==> src/rtl/kwd_pkg.sv <==
package kwd_pkg;

    localparam logic [7:0] KEY_COUNT = 8'h5A;
    localparam logic [7:0] KEY_CTRL  = 8'h A5;

    localparam logic [1:0] ADDR_MAIN = 2'd0;
    localparam logic [1:0] ADDR_CTRL = 2'd1;
    localparam logic [1:0] ADDR_STAT = 2'd2;

    typedef enum logic [1:0] {
        ST_OFF      = 2'd0,
        ST_WATCH    = 2'd1,
        ST_INTERVAL = 2'd2,
        ST_RSTOUT   = 2'd3
    } tmr_state_t;

    typedef enum logic {
        ARM_IDLE = 1'b0,
        ARM_SET  = 1'b1
    } arm_state_t;

endpackage

==> src/rtl/kwd_prescaler.sv <==
module kwd_prescaler #(
    parameter int PW = 12
) (
    input  logic       clk,
    input  logic       rst_n,
    input  logic       run_i,
    input  logic [2:0] sel_i,
    output logic       tick_o
);
    logic [PW-1:0] div_q;
    logic [PW-1:0] lim;

    function automatic logic [PW-1:0] div_limit(input logic [2:0] s);
        int e;
        unique case (s)
            3'd0: e = 1;
            3'd1: e = 3;
            3'd2: e = 5;
            3'd3: e = 6;
            3'd4: e = 8;
            3'd5: e = 9;
            3'd6: e = 11;
            3'd7: e = 12;
        endcase
        return PW'((1 << e) - 1);
    endfunction

    assign lim    = div_limit(sel_i);
    assign tick_o = run_i && (div_q >= lim);

    always_ff @(posedge clk or negedge rst_n) begin
        if (!rst_n) begin
            div_q <= '0;
        end else if (!run_i || div_q >= lim) begin
            div_q <= '0;
        end else begin
            div_q <= div_q + 1'b1;
        end
    end

    assert_tick_gap_R3: assert property (@(posedge clk) disable iff (!rst_n)
        tick_o |=> !tick_o);

endmodule

==> src/rtl/kwd_wrdecode.sv <==
module kwd_wrdecode
    import kwd_pkg::*;
(
    input  logic        bus_wr,
    input  logic        bus_word,
    input  logic [1:0]  bus_addr,
    input  logic [15:0] bus_wdata,
    output logic        cnt_we_o,
    output logic        ctrl_we_o,
    output logic        stat_we_o,
    output logic [7:0]  data_o
);
    logic       word_wr;
    logic [7:0] key;

    assign word_wr = bus_wr && bus_word;
    assign key     = bus_wdata[15:8];
    assign data_o  = bus_wdata[7:0];

    always_comb begin
        cnt_we_o  = 1'b0;
        ctrl_we_o = 1'b0;
        stat_we_o = 1'b0;
        if (word_wr) begin
            unique case (bus_addr)
                ADDR_MAIN: begin
                    cnt_we_o  = (key == KEY_COUNT);
                    ctrl_we_o = (key == KEY_CTRL);
                end
                ADDR_STAT: stat_we_o = (key == KEY_COUNT);
                default: ;
            endcase
        end
    end

    always_comb begin
        assert_one_target_R2: assert ($countones({cnt_we_o, ctrl_we_o, stat_we_o}) <= 1);
    end

endmodule

==> src/rtl/kwd_status.sv <==
module kwd_status
    import kwd_pkg::*;
(
    input  logic       clk,
    input  logic       rst_n,
    input  logic       rd_i,
    input  logic       we_i,
    input  logic [7:0] data_i,
    input  logic       set_i,
    output logic       flag_o,
    output logic       rste_o,
    output logic [7:0] rdata_o
);
    arm_state_t arm_q, arm_d;
    logic       clr_ok;

    always_ff @(posedge clk or negedge rst_n) begin
        if (!rst_n) arm_q <= ARM_IDLE;
        else        arm_q <= arm_d;
    end

    always_comb begin
        arm_d = arm_q;
        unique case (arm_q)
            ARM_IDLE: if (rd_i && flag_o) arm_d = ARM_SET;
            ARM_SET:  if (we_i)           arm_d = ARM_IDLE;
        endcase
    end

    assign clr_ok = we_i && !data_i[7] && (arm_q == ARM_SET);

    always_ff @(posedge clk or negedge rst_n) begin
        if (!rst_n) begin
            flag_o <= 1'b0;
            rste_o <= 1'b0;
        end else begin
            if (set_i)       flag_o <= 1'b1;
            else if (clr_ok) flag_o <= 1'b0;
            if (we_i)        rste_o <= data_i[6];
        end
    end

    assign rdata_o = {flag_o, rste_o, 1'b0, 5'b11111};

    assert_flag_clear_R5: assert property (@(posedge clk) disable iff (!rst_n)
        $fell(flag_o) |-> ($past(arm_q) == ARM_SET));

endmodule

==> src/rtl/keyed_watchdog.sv <==
module keyed_watchdog
    import kwd_pkg::*;
#(
    parameter int PRESC_W    = 12,
    parameter int RST_CYCLES = 518
) (
    input  logic        clk,
    input  logic        rst_n,
    input  logic        bus_wr,
    input  logic        bus_rd,
    input  logic        bus_word,
    input  logic [1:0]  bus_addr,
    input  logic [15:0] bus_wdata,
    output logic [7:0]  bus_rdata,
    output logic        chip_rst_o,
    output logic        irq_o
);
    localparam int PCW = $clog2(RST_CYCLES);

    tmr_state_t state_q, state_d;
    logic [7:0]     cnt_q;
    logic [2:0]     sel_q;
    logic           mode_q;
    logic [PCW-1:0] pulse_q;
    logic           irq_q;

    logic       cnt_we, ctrl_we, stat_we;
    logic [7:0] wdat;
    logic       tick, wrap, wd_wrap, iv_wrap;
    logic       run;
    logic       flag, rste;
    logic [7:0] stat_rdata;

    kwd_wrdecode u_dec (
        .bus_wr    (bus_wr),
        .bus_word  (bus_word),
        .bus_addr  (bus_addr),
        .bus_wdata (bus_wdata),
        .cnt_we_o  (cnt_we),
        .ctrl_we_o (ctrl_we),
        .stat_we_o (stat_we),
        .data_o    (wdat)
    );

    kwd_prescaler #(.PW(PRESC_W)) u_presc (
        .clk    (clk),
        .rst_n  (rst_n),
        .run_i  (run),
        .sel_i  (sel_q),
        .tick_o (tick)
    );

    kwd_status u_stat (
        .clk     (clk),
        .rst_n   (rst_n),
        .rd_i    (bus_rd && bus_addr == ADDR_STAT),
        .we_i    (stat_we),
        .data_i  (wdat),
        .set_i   (wd_wrap),
        .flag_o  (flag),
        .rste_o  (rste),
        .rdata_o (stat_rdata)
    );

    assign wrap    = tick && (cnt_q == 8'hFF);
    assign wd_wrap = wrap && (state_q == ST_WATCH);
    assign iv_wrap = wrap && (state_q == ST_INTERVAL);

    // state register
    always_ff @(posedge clk or negedge rst_n) begin
        if (!rst_n) state_q <= ST_OFF;
        else        state_q <= state_d;
    end

    // next-state logic
    always_comb begin
        state_d = state_q;
        unique case (state_q)
            ST_OFF, ST_WATCH, ST_INTERVAL: begin
                if (wd_wrap) begin
                    state_d = rste ? ST_RSTOUT : ST_OFF;
                end else if (ctrl_we) begin
                    if (!wdat[6])     state_d = ST_OFF;
                    else if (wdat[7]) state_d = ST_WATCH;
                    else              state_d = ST_INTERVAL;
                end
            end
            ST_RSTOUT: if (pulse_q == '0) state_d = ST_OFF;
        endcase
    end

    // output logic
    always_comb begin
        run        = 1'b0;
        chip_rst_o = 1'b0;
        unique case (state_q)
            ST_OFF:      ;
            ST_WATCH:    run = 1'b1;
            ST_INTERVAL: run = 1'b1;
            ST_RSTOUT:   chip_rst_o = 1'b1;
        endcase
    end

    assign irq_o = irq_q;

    always_ff @(posedge clk or negedge rst_n) begin
        if (!rst_n) begin
            cnt_q   <= '0;
            sel_q   <= '0;
            mode_q  <= 1'b0;
            pulse_q <= '0;
            irq_q   <= 1'b0;
        end else begin
            irq_q <= iv_wrap;
            if (state_q == ST_RSTOUT || wd_wrap) begin
                cnt_q  <= '0;
                sel_q  <= '0;
                mode_q <= 1'b0;
            end else begin
                if (cnt_we)    cnt_q <= wdat;
                else if (tick) cnt_q <= cnt_q + 1'b1;
                if (ctrl_we) begin
                    sel_q  <= wdat[2:0];
                    mode_q <= wdat[7];
                end
            end
            if (wd_wrap && rste)         pulse_q <= PCW'(RST_CYCLES - 1);
            else if (state_q == ST_RSTOUT && pulse_q != '0) pulse_q <= pulse_q - 1'b1;
        end
    end

    always_comb begin
        unique case (bus_addr)
            ADDR_MAIN: bus_rdata = cnt_q;
            ADDR_CTRL: bus_rdata = {mode_q, run, 3'b000, sel_q};
            ADDR_STAT: bus_rdata = stat_rdata;
            default:   bus_rdata = 8'h00;
        endcase
    end

    assert_byte_ignored_R1: assert property (@(posedge clk) disable iff (!rst_n)
        (bus_wr && !bus_word && state_q == ST_OFF) |=> $stable(cnt_q));

    assert_ivl_noflag_R4: assert property (@(posedge clk) disable iff (!rst_n)
        (state_q == ST_INTERVAL) |=> !$rose(flag));

    assert_rst_cleared_R7: assert property (@(posedge clk) disable iff (!rst_n)
        chip_rst_o |-> (cnt_q == 8'h00 && !run));

    assert_rst_flag_R7: assert property (@(posedge clk) disable iff (!rst_n)
        $rose(chip_rst_o) |-> flag);

    assert_irq_single_R9: assert property (@(posedge clk) disable iff (!rst_n)
        irq_o |=> !irq_o);

endmodule

==> config.mk <==
export PLATFORM = sky130hd
export DESIGN_NAME = keyed_watchdog
export DESIGN_NICKNAME = d
export VERILOG_FILES = /design/src/rtl/kwd_pkg.sv /design/src/rtl/kwd_prescaler.sv /design/src/rtl/kwd_wrdecode.sv /design/src/rtl/kwd_status.sv /design/src/rtl/keyed_watchdog.sv
export SDC_FILE = /design/constraint.sdc
export NUM_CORES = 1
export LEC_CHECK = 0
export CELL_PAD_IN_SITES_DETAIL_PLACEMENT = 0
export CELL_PAD_IN_SITES_GLOBAL_PLACEMENT = 2
export CORE_ASPECT_RATIO = 0.7
export CORE_UTILIZATION = 30
export DETAILED_ROUTE_END_ITERATION = 12
export PLACE_DENSITY_LB_ADDON = 0.1
export SETUP_SLACK_MARGIN = 0.5
export SLEW_MARGIN = 10
export SYNTH_ARGS = -nofsm -noshare
export SYNTH_HDL_FRONTEND = slang
export SYNTH_HIERARCHICAL = 1
export SYNTH_SLANG_ARGS = --single-unit
==> constraint.sdc <==
create_clock -name clk -period 11.1 [get_ports clk]
set_input_delay 2.22 -clock clk [delete_from_list [all_inputs] [get_ports clk]]
set_output_delay 2.22 -clock clk [all_outputs]
set_load 0.01 [all_outputs]
==> reports/summary.txt <==
first-pass GRT wire length -> 11,000 um
Slew @ Worst Pin -> 1.08 ns
setup TNS -> 0 ns
critical path class -> input pin to output pin
CTS Sinks -> 40
H-tree depth -> 2
Chip Width -> 120 um
cells after synthesis -> 313
fin crit period -> 6.42 ns
Mapped Area -> 2920 sq um
Clock Tree Buf Depth -> 2
Layout Skew -> 0.00374 ns
number of synthesized flops with an enable pin -> 0
Post-Route WL -> 6540 um
Avg Cell Area, Syn -> 9.31 sq um
PD cells -> 93.5 nW/um^2
max_slew headroom -> 0.273
GR Util All Layers -> 0.139
# fillers -> 968
Top Ports -> 33
crit share post-route -> 0.578
setup violators final -> 0
antenna viol nets, final -> 0
fin util -> 0.367
Max-Cap Viols -> 0
ys flop type -> dfrtp_1
Distinct cells, synth -> 52
via count -> 2,220
clock root buffer -> clkbuf_16
Yosys top cell area share -> 0.343
dpl cell area -> 3250 sq um
layout cell share with drive strength beyond 1 -> 0.0901
post-cts hold buffer count -> 0
Core Region -> 9250 sq um
fmax -> 0.156 GHz
gp weighted congestion -> 0.688
commonest cells in the netlist -> 40 x dfrtp_1, 27 x nor2_1, 22 x ha_1, 22 x nand2_1
synth warn -> 6
Final Hold Viols -> 0
Clock Latency Late Sink -> 0.28 ns
CTS tree -> yes
routed len/inst -> 14.3 um
Overflow after GRT -> 0
Setup Fix Bufs, Post-CTS -> 0
CTS buffer count -> 5
crit-path max FO -> 12
design area -> 3400 sq um
drt drc -> 0
max-slew violation count -> 0
fraction of registers with async set/reset -> 1.00
n_diodes -> 0
area growth from synthesis to layout -> 16.5%
hpwl dp -> 4840 um
drt pass-1 iters -> 4
# port buffers -> 32
RSZ-0062 raised after global routing -> no
Die Y -> 84.5 um
top cells by area, synth -> dfrtp_1 34%, ha_1 9.4%, mux2i_1 5.8%, buf_4 4.1%, xnor2_1 3.6%
post-cts resize count -> 0
Synth area leader -> dfrtp_1
detailed router's first-iteration violation count -> 132
CP startpoint kind -> input pin
Pleak -> 1.47 nW
CTS clk-pin slew, worst paths -> 0.06 ns
largest net degree at the start of global routing -> 41
row count -> 29
element type at the critical path end -> output pin
#FFs+latches synth -> 40
Initial Util -> 0.315
sequential cell area fraction in the yosys report -> 0.343
Req. time, crit path -> 8.88 ns
Hold/Removal Path Class -> flip-flop to flip-flop
die area -> 10,100 sq um
vias in the first global route -> 2,124
initial antenna violation count -> 0
Arrival @ worst endpoint -> 4.20 ns
status -> complete, no violations
nets -> 377
IR Drop Worst-Case VDD -> 0.0616 mV
count leader, synth -> dfrtp_1
vias per cell -> 4.86
metrics by stage:
stage / hold WS (ns) / setup slack (ns) / instances / total power [W]
floorplan: 0.451 / 5.85 / 317 / 0.000162
detailed placement: 0.476 / 4.66 / 449 / 0.000174
CTS: 0.485 / 4.64 / 457 / 0.000326
global route: 0.513 / 4.48 / 457 / 0.000335
global placement: 0.466 / 4.66 / 449 / 0.000174
finish: 0.484 / 4.68 / 457 / 0.000318
metal layers:
metal / routed length, um / track usage / vias to the layer above
met4: 42 / 0.0273 / 0
met3: 169 / 0.0353 / 4
met2: 2640 / 0.197 / 19
met5: 0 / 0 / -
met1: 3690 / 0.211 / 1073
li1: - / - / 1124
cell families after synthesis:
group,after synthesis,synth area share
flip-flops,40,0.343
AO/OA/AOI/OAI,44,0.101
buffers and inverters,42,0.0777
adder cells (fa/ha/maj),22,0.0944
AND/OR/NAND/NOR,121,0.243
XOR/XNOR,22,0.0661
other,2,0.00258
multiplexers,20,0.0712
where the power goes:
part           switching, W  internal [W]  leakage [nW]
Sequential      0.000000963      0.000146         0.543
Clock             0.0000569     0.0000897        0.0712
Combinational     0.0000108     0.0000129         0.854
worst max-delay path, stage by stage:
cell             delay, ns
clkdlybuf4s50_1       0.73
nor2b_1               0.48
nand2_1               0.08
o21ai_0               0.09
clkdlybuf4s50_1       0.58
placed cells by master (no fill, tap or decap), types with 3 or more instances in the layout:
cell type / n
dfrtp_1: 40
clkdlybuf4s50_1: 31
nor2_1: 27
nand2_1: 22
ha_1: 22
inv_1: 17
mux2i_1: 17
nor3_1: 14
o21ai_0: 13
xnor2_1: 12
a21oi_1: 11
xor2_1: 10
nor3_2: 10
nand3_1: 9
nand4_1: 7
conb_1: 6
clkbuf_16: 5
a211o_1: 4
and3_1: 4
o21a_1: 4
nand2b_1: 3
nor4bb_1: 3
and4_1: 3
path summary, 6_finish.rpt:
kind	start	endpoint	slack, ns	depth (start not counted)
worst max-delay path	bus_addr[1]	bus_rdata[2]	4.68	5
worst min-delay path	u_stat/arm_q	u_stat/arm_q	0.48	1
worst max register to register	sel_q[1]	pulse_q[9]	6.34	14
worst min register to register	u_stat/arm_q	u_stat/arm_q	0.48	1
max in group asynchronous	rst_n	cnt_q[2]	8.41	1
min in group asynchronous	rst_n	pulse_q[7]	2.09	1
flip-flops by register name, indices dropped and copies added (netlist names):
register,count
u_stat/rste_o,1
cnt_q,8
sel_q,3
pulse_q,10
u_stat/flag_o,1
state_q,2
u_presc/div_q,12
u_stat/arm_q,1
mode_q,1
irq_o,1
cell type report:
cell class / count / area (sq um) / share of cell area
multi-input combinational: 235 / 1710 / 0.503
clock buffer: 8 / 146 / 0.0431
sequential: 40 / 1000 / 0.295
inverter: 17 / 63.8 / 0.0188
timing repair buffer: 33 / 323 / 0.0950
tap: 124 / 155 / 0.0457
Power figures use the tool's default switching activity.
